--- config.mk ---
export PLATFORM = sky130hd
export DESIGN_NAME = supmon_ctrl
export DESIGN_NICKNAME = d
export VERILOG_FILES = /design/src/rtl/supmon_pkg.sv /design/src/rtl/supmon_warmup.sv /design/src/rtl/supmon_cmp.sv /design/src/rtl/supmon_flag.sv /design/src/rtl/supmon_ctrl.sv
export SDC_FILE = /design/constraint.sdc
export NUM_CORES = 1
export LEC_CHECK = 0
export ABC_CLOCK_PERIOD_IN_PS = 4600
export CORE_UTILIZATION = 42
export DETAILED_ROUTE_END_ITERATION = 8
export PLACE_DENSITY = 0.9
export SYNTH_ARGS = -nofsm -noshare
export SYNTH_HDL_FRONTEND = slang
export SYNTH_HIERARCHICAL = 1
export SYNTH_SLANG_ARGS = --single-unit
--- constraint.sdc ---
create_clock -name clk -period 4.6 [get_ports clk]
set_clock_uncertainty 0.15 [all_clocks]
set_input_delay 0.69 -clock clk [delete_from_list [all_inputs] [get_ports clk]]
set_output_delay 0.69 -clock clk [all_outputs]
set_load 0.03 [all_outputs]
--- src/rtl/supmon_pkg.sv ---
package supmon_pkg;
   localparam int REG_W     = 16;
   localparam int B_EN      = 0;
   localparam int B_READY   = 1;
   localparam int B_IE      = 2;
   localparam int B_FLAG    = 3;
   localparam int B_STOPEN  = 4;
   localparam int THR_LSB   = 8;
   localparam int THR_W     = 4;
   localparam int THR_BASE  = 20;
   localparam logic [THR_W-1:0] THR_RST = 4'd7;
endpackage

--- src/rtl/supmon_warmup.sv ---
module supmon_warmup #(
   parameter int WARMUP_CYCLES = 16
) (
   input  logic clk,
   input  logic rst_n,
   input  logic active,
   output logic ready
);
   initial assert (WARMUP_CYCLES >= 0) else $error("WARMUP_CYCLES must be non-negative");

   generate
      if (WARMUP_CYCLES == 0) begin : g_instant
         assign ready = active;
      end else begin : g_count
         localparam int CNT_W = $clog2(WARMUP_CYCLES + 1);
         localparam logic [CNT_W-1:0] CNT_END = CNT_W'(WARMUP_CYCLES);
         logic [CNT_W-1:0] cnt_q;

         always_ff @(posedge clk or negedge rst_n) begin
            if (!rst_n)             cnt_q <= '0;
            else if (!active)       cnt_q <= '0;
            else if (cnt_q != CNT_END) cnt_q <= cnt_q + 1'b1;
         end

         assign ready = active && (cnt_q == CNT_END);

         // an inactive cycle forces a fresh warm-up
         p_restart_r9: assert property (@(posedge clk) disable iff (!rst_n)
            !active |=> !ready);
      end
   endgenerate
endmodule

--- src/rtl/supmon_cmp.sv ---
module supmon_cmp #(
   parameter int SUP_W = 6,
   parameter int THR_W = 4,
   parameter int BASE  = 20
) (
   input  logic [SUP_W-1:0] supply,
   input  logic [THR_W-1:0] thr,
   output logic             below
);
   localparam int LIM = BASE + (1 << THR_W) - 1;
   localparam int LW  = $clog2(LIM + 1);
   localparam int CW  = (SUP_W > LW) ? SUP_W : LW;

   initial assert (SUP_W >= 1 && THR_W >= 1) else $error("bad compare widths");

   logic [CW-1:0] sup_ext, trip;
   assign sup_ext = CW'(supply);
   assign trip    = CW'(BASE) + CW'(thr);
   assign below   = sup_ext < trip;
endmodule

--- src/rtl/supmon_flag.sv ---
module supmon_flag (
   input  logic clk,
   input  logic rst_n,
   input  logic hw_set,
   input  logic wr_en,
   input  logic wr_val,
   output logic flag
);
   always_ff @(posedge clk or negedge rst_n) begin
      if (!rst_n)      flag <= 1'b0;
      else if (hw_set) flag <= 1'b1;
      else if (wr_en)  flag <= wr_val;
   end

   // a hardware detection always lands in the flag
   p_hw_set_r6: assert property (@(posedge clk) disable iff (!rst_n)
      hw_set |=> flag);
   // a software clear sticks when hardware is quiet
   p_clear_r7: assert property (@(posedge clk) disable iff (!rst_n)
      (wr_en && !wr_val && !hw_set) |=> !flag);
endmodule

--- src/rtl/supmon_ctrl.sv ---
module supmon_ctrl
   import supmon_pkg::*;
#(
   parameter int SUP_W         = 6,
   parameter int WARMUP_CYCLES = 16
) (
   input  logic             clk,
   input  logic             rst_n,
   input  logic             wr_en,
   input  logic [15:0]      wr_data,
   output logic [15:0]      rd_data,
   input  logic             stop_mode,
   input  logic [SUP_W-1:0] supply_code,
   output logic             irq
);
   initial assert (REG_W == 16) else $error("register width must be 16");

   logic             en_q, ie_q, stopen_q;
   logic [THR_W-1:0] thr_q;
   logic             active, ready, below, hw_set, flag;

   always_ff @(posedge clk or negedge rst_n) begin
      if (!rst_n) begin
         en_q     <= 1'b0;
         ie_q     <= 1'b0;
         stopen_q <= 1'b0;
         thr_q    <= THR_RST;
      end else if (wr_en) begin
         en_q     <= wr_data[B_EN];
         ie_q     <= wr_data[B_IE];
         stopen_q <= wr_data[B_STOPEN];
         if (!en_q) thr_q <= wr_data[THR_LSB +: THR_W];
      end
   end

   assign active = en_q && (!stop_mode || stopen_q);

   supmon_warmup #(.WARMUP_CYCLES(WARMUP_CYCLES)) i_warmup (
      .clk(clk), .rst_n(rst_n), .active(active), .ready(ready));

   supmon_cmp #(.SUP_W(SUP_W), .THR_W(THR_W), .BASE(THR_BASE)) i_cmp (
      .supply(supply_code), .thr(thr_q), .below(below));

   assign hw_set = ready && below;

   supmon_flag i_flag (
      .clk(clk), .rst_n(rst_n), .hw_set(hw_set),
      .wr_en(wr_en), .wr_val(wr_data[B_FLAG]), .flag(flag));

   always_comb begin
      rd_data                      = '0;
      rd_data[B_EN]                = en_q;
      rd_data[B_READY]             = ready;
      rd_data[B_IE]                = ie_q;
      rd_data[B_FLAG]              = flag;
      rd_data[B_STOPEN]            = stopen_q;
      rd_data[THR_LSB +: THR_W]    = thr_q;
   end

   assign irq = flag && ie_q;

   // threshold frozen across a write while enabled
   p_thr_locked_r3: assert property (@(posedge clk) disable iff (!rst_n)
      (wr_en && en_q) |=> $stable(thr_q));
   // stop mode without stop enable keeps the monitor unready
   p_stop_gate_r5: assert property (@(posedge clk) disable iff (!rst_n)
      (stop_mode && !stopen_q) |-> !ready);
   // ready only ever rises with the monitor enabled
   p_ready_en_r4: assert property (@(posedge clk) disable iff (!rst_n)
      $rose(ready) |-> en_q);
   // an interrupt never rises without a set flag
   p_irq_flag_r8: assert property (@(posedge clk) disable iff (!rst_n)
      $rose(irq) |-> rd_data[B_FLAG]);
endmodule

==> results of run 1 <==
==> power by group <==
group / internal [uW] / switching (uW) / leakage [uW]
clock: 33.7 / 39.5 / 0.0000150
sequential: 131 / 11.6 / 0.000159
combinational: 65.4 / 65.8 / 0.000338
total: 230 / 117 / 0.000513
==> synthesized netlist by cell type (all sizes together) (2+ instances only) <==
cell,instances,area [um^2]
nand2,7,26.3
nand2b,4,25.0
and2,3,18.8
nand3,2,10.0
inv,6,22.5
mux2i,4,40.0
dfrtp,10,250
ha,8,100
dfstp,3,78.8
buf,13,95.1
a21oi,3,15.0
mux2,6,82.6
==> worst register-to-register path: stages (launching register included) <==
cell,delay (ns)
dfstp_2,0.57
ha_1,0.18
inv_1,0.05
ha_1,0.30
nand4_1,0.10
o221a_2,0.27
and2_1,0.13
a211o_1,0.21
==> path summary, 6_finish.rpt <==
check,startpoint,endpoint,slack [ns],cells past startpoint
max in group asynchronous,rst_n,thr_q[1]$_DFFE_PN1P_,3.31,1
hold / removal,ie_q$_DFFE_PN0P_,ie_q$_DFFE_PN0P_,0.38,1
setup reg to reg,thr_q[2]$_DFFE_PN1P_,i_flag/flag$_DFFE_PN0P_,2.54,7
min in group asynchronous,rst_n,i_flag/flag$_DFFE_PN0P_,0.62,1
hold reg to reg,ie_q$_DFFE_PN0P_,ie_q$_DFFE_PN0P_,0.38,1
setup / recovery,stop_mode,rd_data[1],1.49,5
==> final cells by class <==
cell class | instances | area, um^2 | share of cell area
multi-input combinational | 54 | 437 | 0.388
clock buffer | 4 | 26.3 | 0.0233
timing repair buffer | 28 | 278 | 0.247
sequential | 13 | 329 | 0.292
inverter | 6 | 22.5 | 0.0200
tap | 27 | 33.8 | 0.0300
==> placed cells by master, fill, tap and decap left out, types with 3 or more instances in the layout <==
| cell | n |
|---|---|
| mux2_4 | 4 |
| ha_1 | 8 |
| nand2b_1 | 4 |
| a21oi_1 | 3 |
| nand2_1 | 7 |
| clkdlybuf4s50_1 | 27 |
| conb_1 | 7 |
| and2_1 | 3 |
| clkbuf_4 | 3 |
| mux2i_1 | 4 |
| dfrtp_1 | 10 |
| inv_1 | 6 |
| dfstp_2 | 3 |
==> per-layer routing <==
layer  global-route usage  vias up  part of all wire
li1                     -      298                 -
met1                0.181      307              0.38
met2                0.326       26              0.55
met3               0.0385        2             0.052
met4               0.0686        0             0.018
met5                    0        -                 0
==> logic make-up (layout without fill, tap and decap cells) <==
group,after synthesis,after routing,share of synthesized area
buf+inv,19,38,0.137
xor+xnor,1,1,0.0102
fa+ha+maj,8,8,0.116
mux,10,10,0.142
simple gates,21,21,0.153
compound gates,7,7,0.0552
flops,13,13,0.382
other cells,1,7,0.00436
==> sequential cells by signal, summed over array words and instances (netlist names) <==
register	count
en_q	1
i_flag/flag	1
ie_q	1
stopen_q	1
thr_q	4
i_warmup/g_count.cnt_q	5
==> per-stage QoR <==
step / instance area (um^2) / setup WS (ns) / total power (uW) / instances / util
2_1_floorplan: 883 / 2.48 / 233 / 86 / -
3_3_place_gp: 1100 / 1.50 / 271 / 128 / 0.566
3_5_place_dp: 1100 / 1.49 / 276 / 128 / 0.566
4_1_cts: 1130 / 1.48 / 350 / 132 / 0.580
5_1_grt: 1130 / 1.39 / 369 / 132 / 0.580
6_report: 1130 / 1.49 / 347 / 132 / 0.580
==> flow_metrics.tcl, run 1 <==
set metrics [dict create \
    synth_edf_count 0 \
    powerDensity_mw_per_mm2 308 \
    grt_max_degree 14 \
    final_hold_viol_count 0 \
    core_mm2 0.00194 \
    nets 140 \
    drive_gt1_frac 0.162 \
    period_needed_ns 3.11 \
    drtIter0Drc 2 \
    cts_num_sinks 13 \
    vdd_drop_max_mv 0.146 \
    fillerInstances 175 \
    crit_chain "clkdlybuf4s50_1 > a21boi_0 > buf_4 > and2_1 > clkdlybuf4s50_1" \
    crit_slowest_cell "clkdlybuf4s50_1" \
    postSynth.asyncResetShare 1.00 \
    port_buffers 27 \
    cp-end-kind "primary output" \
    cts.path.max_buffers 2 \
    tns_ns 0 \
    final-max-slew-violation-count 0 \
    crit_top_cell "clkdlybuf4s50_1" \
    clk-insertion-delay-late_ns 0.28 \
    hp-class "flip-flop to flip-flop" \
    cts.clk_slew.worst_paths_ns 0.08 \
    via_per_inst 4.80 \
    grt_use_total 0.172 \
    htree_num_levels 1 \
    design.die.area_mm2 0.00223 \
    maxSlewHeadroom 0.617 \
    dp_hpwl_mm 1.33 \
    yosysSeqAreaShare 0.382 \
    crit_family "buffers and inverters" \
    vias 633 \
    netlist_instances 80 \
    setup_violations 0 \
    grt_overflow_total 0 \
    synth-main-ff-cell "dfrtp_1" \
    die_h_um 47.3 \
    cts_hold_buf 0 \
    fin_crit_sh 0.675 \
    grt_pass1_vias 623 \
    cts_setup_buffers 0 \
    antennaDiodeCount 0 \
    cts_resized 0 \
    ant_nets 0 \
    drtPass1Iterations 2 \
    drc 0 \
    cap_violations 0 \
    cp_max_fo 10 \
    hold_slack_ns 0.384 \
    start_util 0.443 \
    die_x_um 47.3 \
    max_stage_delay_ns 0.67 \
    start_kind "input pin" \
    avgSynthCellArea_um2 10.8 \
    wl_mm 1.58 \
    crit_type "input pin to primary output" \
    yosys_warnings 6 \
    clock-root-buffer "clkbuf_4" \
    synth_seq_cells 13 \
    cts_made_buffers 3 \
    wl_per_cell_um 12.0 \
    rsz0062_at_grt "no" \
    leakage_uw 0.000513 \
    max_slew.worst_pin.slew_ns 0.573 \
    grt_pass1_wl_mm 2.58 \
    synthesis.area_um2 861 \
    gp_congestion 0.660 \
    fp-row-count 16 \
    cp.required_ns 3.76 \
    worst-path-buf-inv 3 \
    grt_antenna_before_repair 0 \
    area_growth_pct 30.8 \
    crit_arrival_ns 2.27 \
    outcome "completed" \
    cts_tree "built" \
    ios 43 \
    fmax_ghz 0.322 \
    synth_cell_type_count 25 \
]
Note: power is estimated with default switching activity, not from simulation.
==> run 2: changes to the inputs <==
- ABC_CLOCK_PERIOD_IN_PS: 4600 -> 2800
- CORE_UTILIZATION: 42 -> 35
- PLACE_DENSITY: 0.9 -> 0.81
- clock period: 4.6 -> 2.8 ns (I/O delays scaled with it)
==> flow_metrics.tcl, run 2 (synthesis results as in run 1) <==
set metrics [dict create \
    cts_num_sinks 13 \
    mostFrequentLayoutCells "clkdlybuf4s50_1, dfrtp_1, ha_1" \
    vdd_drop_max_mv 0.363 \
    area_growth_pct 30.7 \
    cts_setup_buffers 0 \
    antennaDiodeCount 0 \
    cts.clk_slew.worst_paths_ns 0.07 \
    ant_nets 0 \
    rsz0062_at_grt "no" \
    cts.path.max_buffers 2 \
    final_cell_area_mm2 0.00112 \
    cp-end-kind "primary output" \
    tns_ns 0 \
    grt_pass1_wl_mm 2.62 \
    cp_max_fo 5 \
    total_power_uw 560 \
    cap_violations 0 \
    grt_pass1_vias 606 \
    placed_area_mm2 0.00110 \
    hp-class "input pin to async pin" \
    htree_num_levels 1 \
    design.die.area_mm2 0.00266 \
    core_mm2 0.00225 \
    leakage_uw 0.000515 \
    cts_made_buffers 3 \
    clk-insertion-delay-late_ns 0.27 \
    final_common_cell "clkdlybuf4s50_1" \
    period_needed_ns 2.08 \
    fin_crit_sh 0.744 \
    start_kind "flip-flop" \
    drive_gt1_frac 0.171 \
    cts_tree "built" \
    largest_reg_flops 5 \
    fp-row-count 17 \
    outcome "completed" \
    grt_overflow_total 0 \
    crit_arrival_ns 1.51 \
    largest_registers "i_warmup/g_count.cnt_q (5), thr_q (4)" \
    final_hold_viol_count 0 \
    drtPass1Iterations 2 \
    gp_congestion 0.725 \
    grt_antenna_before_repair 0 \
    dp_hpwl_mm 1.25 \
    powerDensity_mw_per_mm2 498 \
    cts_resized 0 \
    fmax_ghz 0.480 \
    max_slew.worst_pin.slew_ns 0.562 \
    drtIter0Drc 6 \
    vias 603 \
    ios 43 \
    port_buffers 27 \
    crit_type "flip-flop to primary output" \
    grt_use_total 0.138 \
    grt_max_degree 14 \
    drc 0 \
    die_h_um 51.6 \
    clock-root-buffer "clkbuf_4" \
    regMostFlops "i_warmup/g_count.cnt_q" \
    setup_violations 0 \
    via_per_inst 4.53 \
    wl_mm 1.50 \
    nets 140 \
    die_x_um 51.6 \
    start_util 0.382 \
    wl_per_cell_um 11.3 \
    cp.required_ns 2.23 \
    maxSlewHeadroom 0.624 \
    final-max-slew-violation-count 0 \
    cts_hold_buf 0 \
]
==> run 2: power breakdown <==
part | internal (uW) | switching [uW]
registers | 215 | 19.1
logic | 107 | 107
clock network | 55.2 | 56.5
==> run 2: routing by layer <==
| metal | track usage | wire, um | up-vias | part of all wire |
|---|---|---|---|---|
| met5 | 0 | 0 | - | 0 |
| li1 | - | - | 299 | - |
| met3 | 0.0526 | 63 | 2 | 0.042 |
| met2 | 0.236 | 777 | 17 | 0.52 |
| met4 | 0.0541 | 19 | 0 | 0.013 |
| met1 | 0.152 | 643 | 285 | 0.43 |
==> run 2: per-stage QoR <==
step / hold slack, ns / std cells / setup WS (ns) / util
final: 0.358 / 133 / 0.717 / 0.499
after detailed placement: 0.372 / 129 / 0.648 / 0.487
after CTS: 0.373 / 133 / 0.697 / 0.499
after global placement: 0.357 / 129 / 0.693 / 0.487
after global routing: 0.403 / 133 / 0.634 / 0.499
after floorplan: -0.0256 / 86 / 0.712 / -
==> run 2: path summary, 6_finish.rpt <==
path | from | to | slack (ns) | depth (start not counted)
max reg2reg | thr_q[2]$_DFFE_PN1P_ | i_flag/flag$_DFFE_PN0P_ | 0.73 | 7
min reg2reg | ie_q$_DFFE_PN0P_ | ie_q$_DFFE_PN0P_ | 0.39 | 1
max in group asynchronous | rst_n | thr_q[0]$_DFFE_PN1P_ | 1.77 | 1
min | rst_n | thr_q[3]$_DFFE_PN0P_ | 0.36 | 1
min in group clk | ie_q$_DFFE_PN0P_ | ie_q$_DFFE_PN0P_ | 0.39 | 1
max | i_warmup/g_count.cnt_q[0]$_DFFE_PN0P_ | rd_data[1] | 0.72 | 5
==> run 2: final cells by class <==
cell class | instances | area [um^2]
Inverter | 6 | 22.5
Timing Repair Buffer | 28 | 275
Multi-Input combinational cell | 54 | 437
Sequential cell | 13 | 329
Tap cell | 28 | 35.0
Fill cell | 225 | 1130
Clock buffer | 4 | 26.3
==> run 2: critical path: stages, from the launching register on <==
cell and delay [ns]:
dfrtp_1 0.42, inv_1 0.08, ha_1 0.15, and4bb_4 0.28, and2_1 0.16, buf_4 0.16
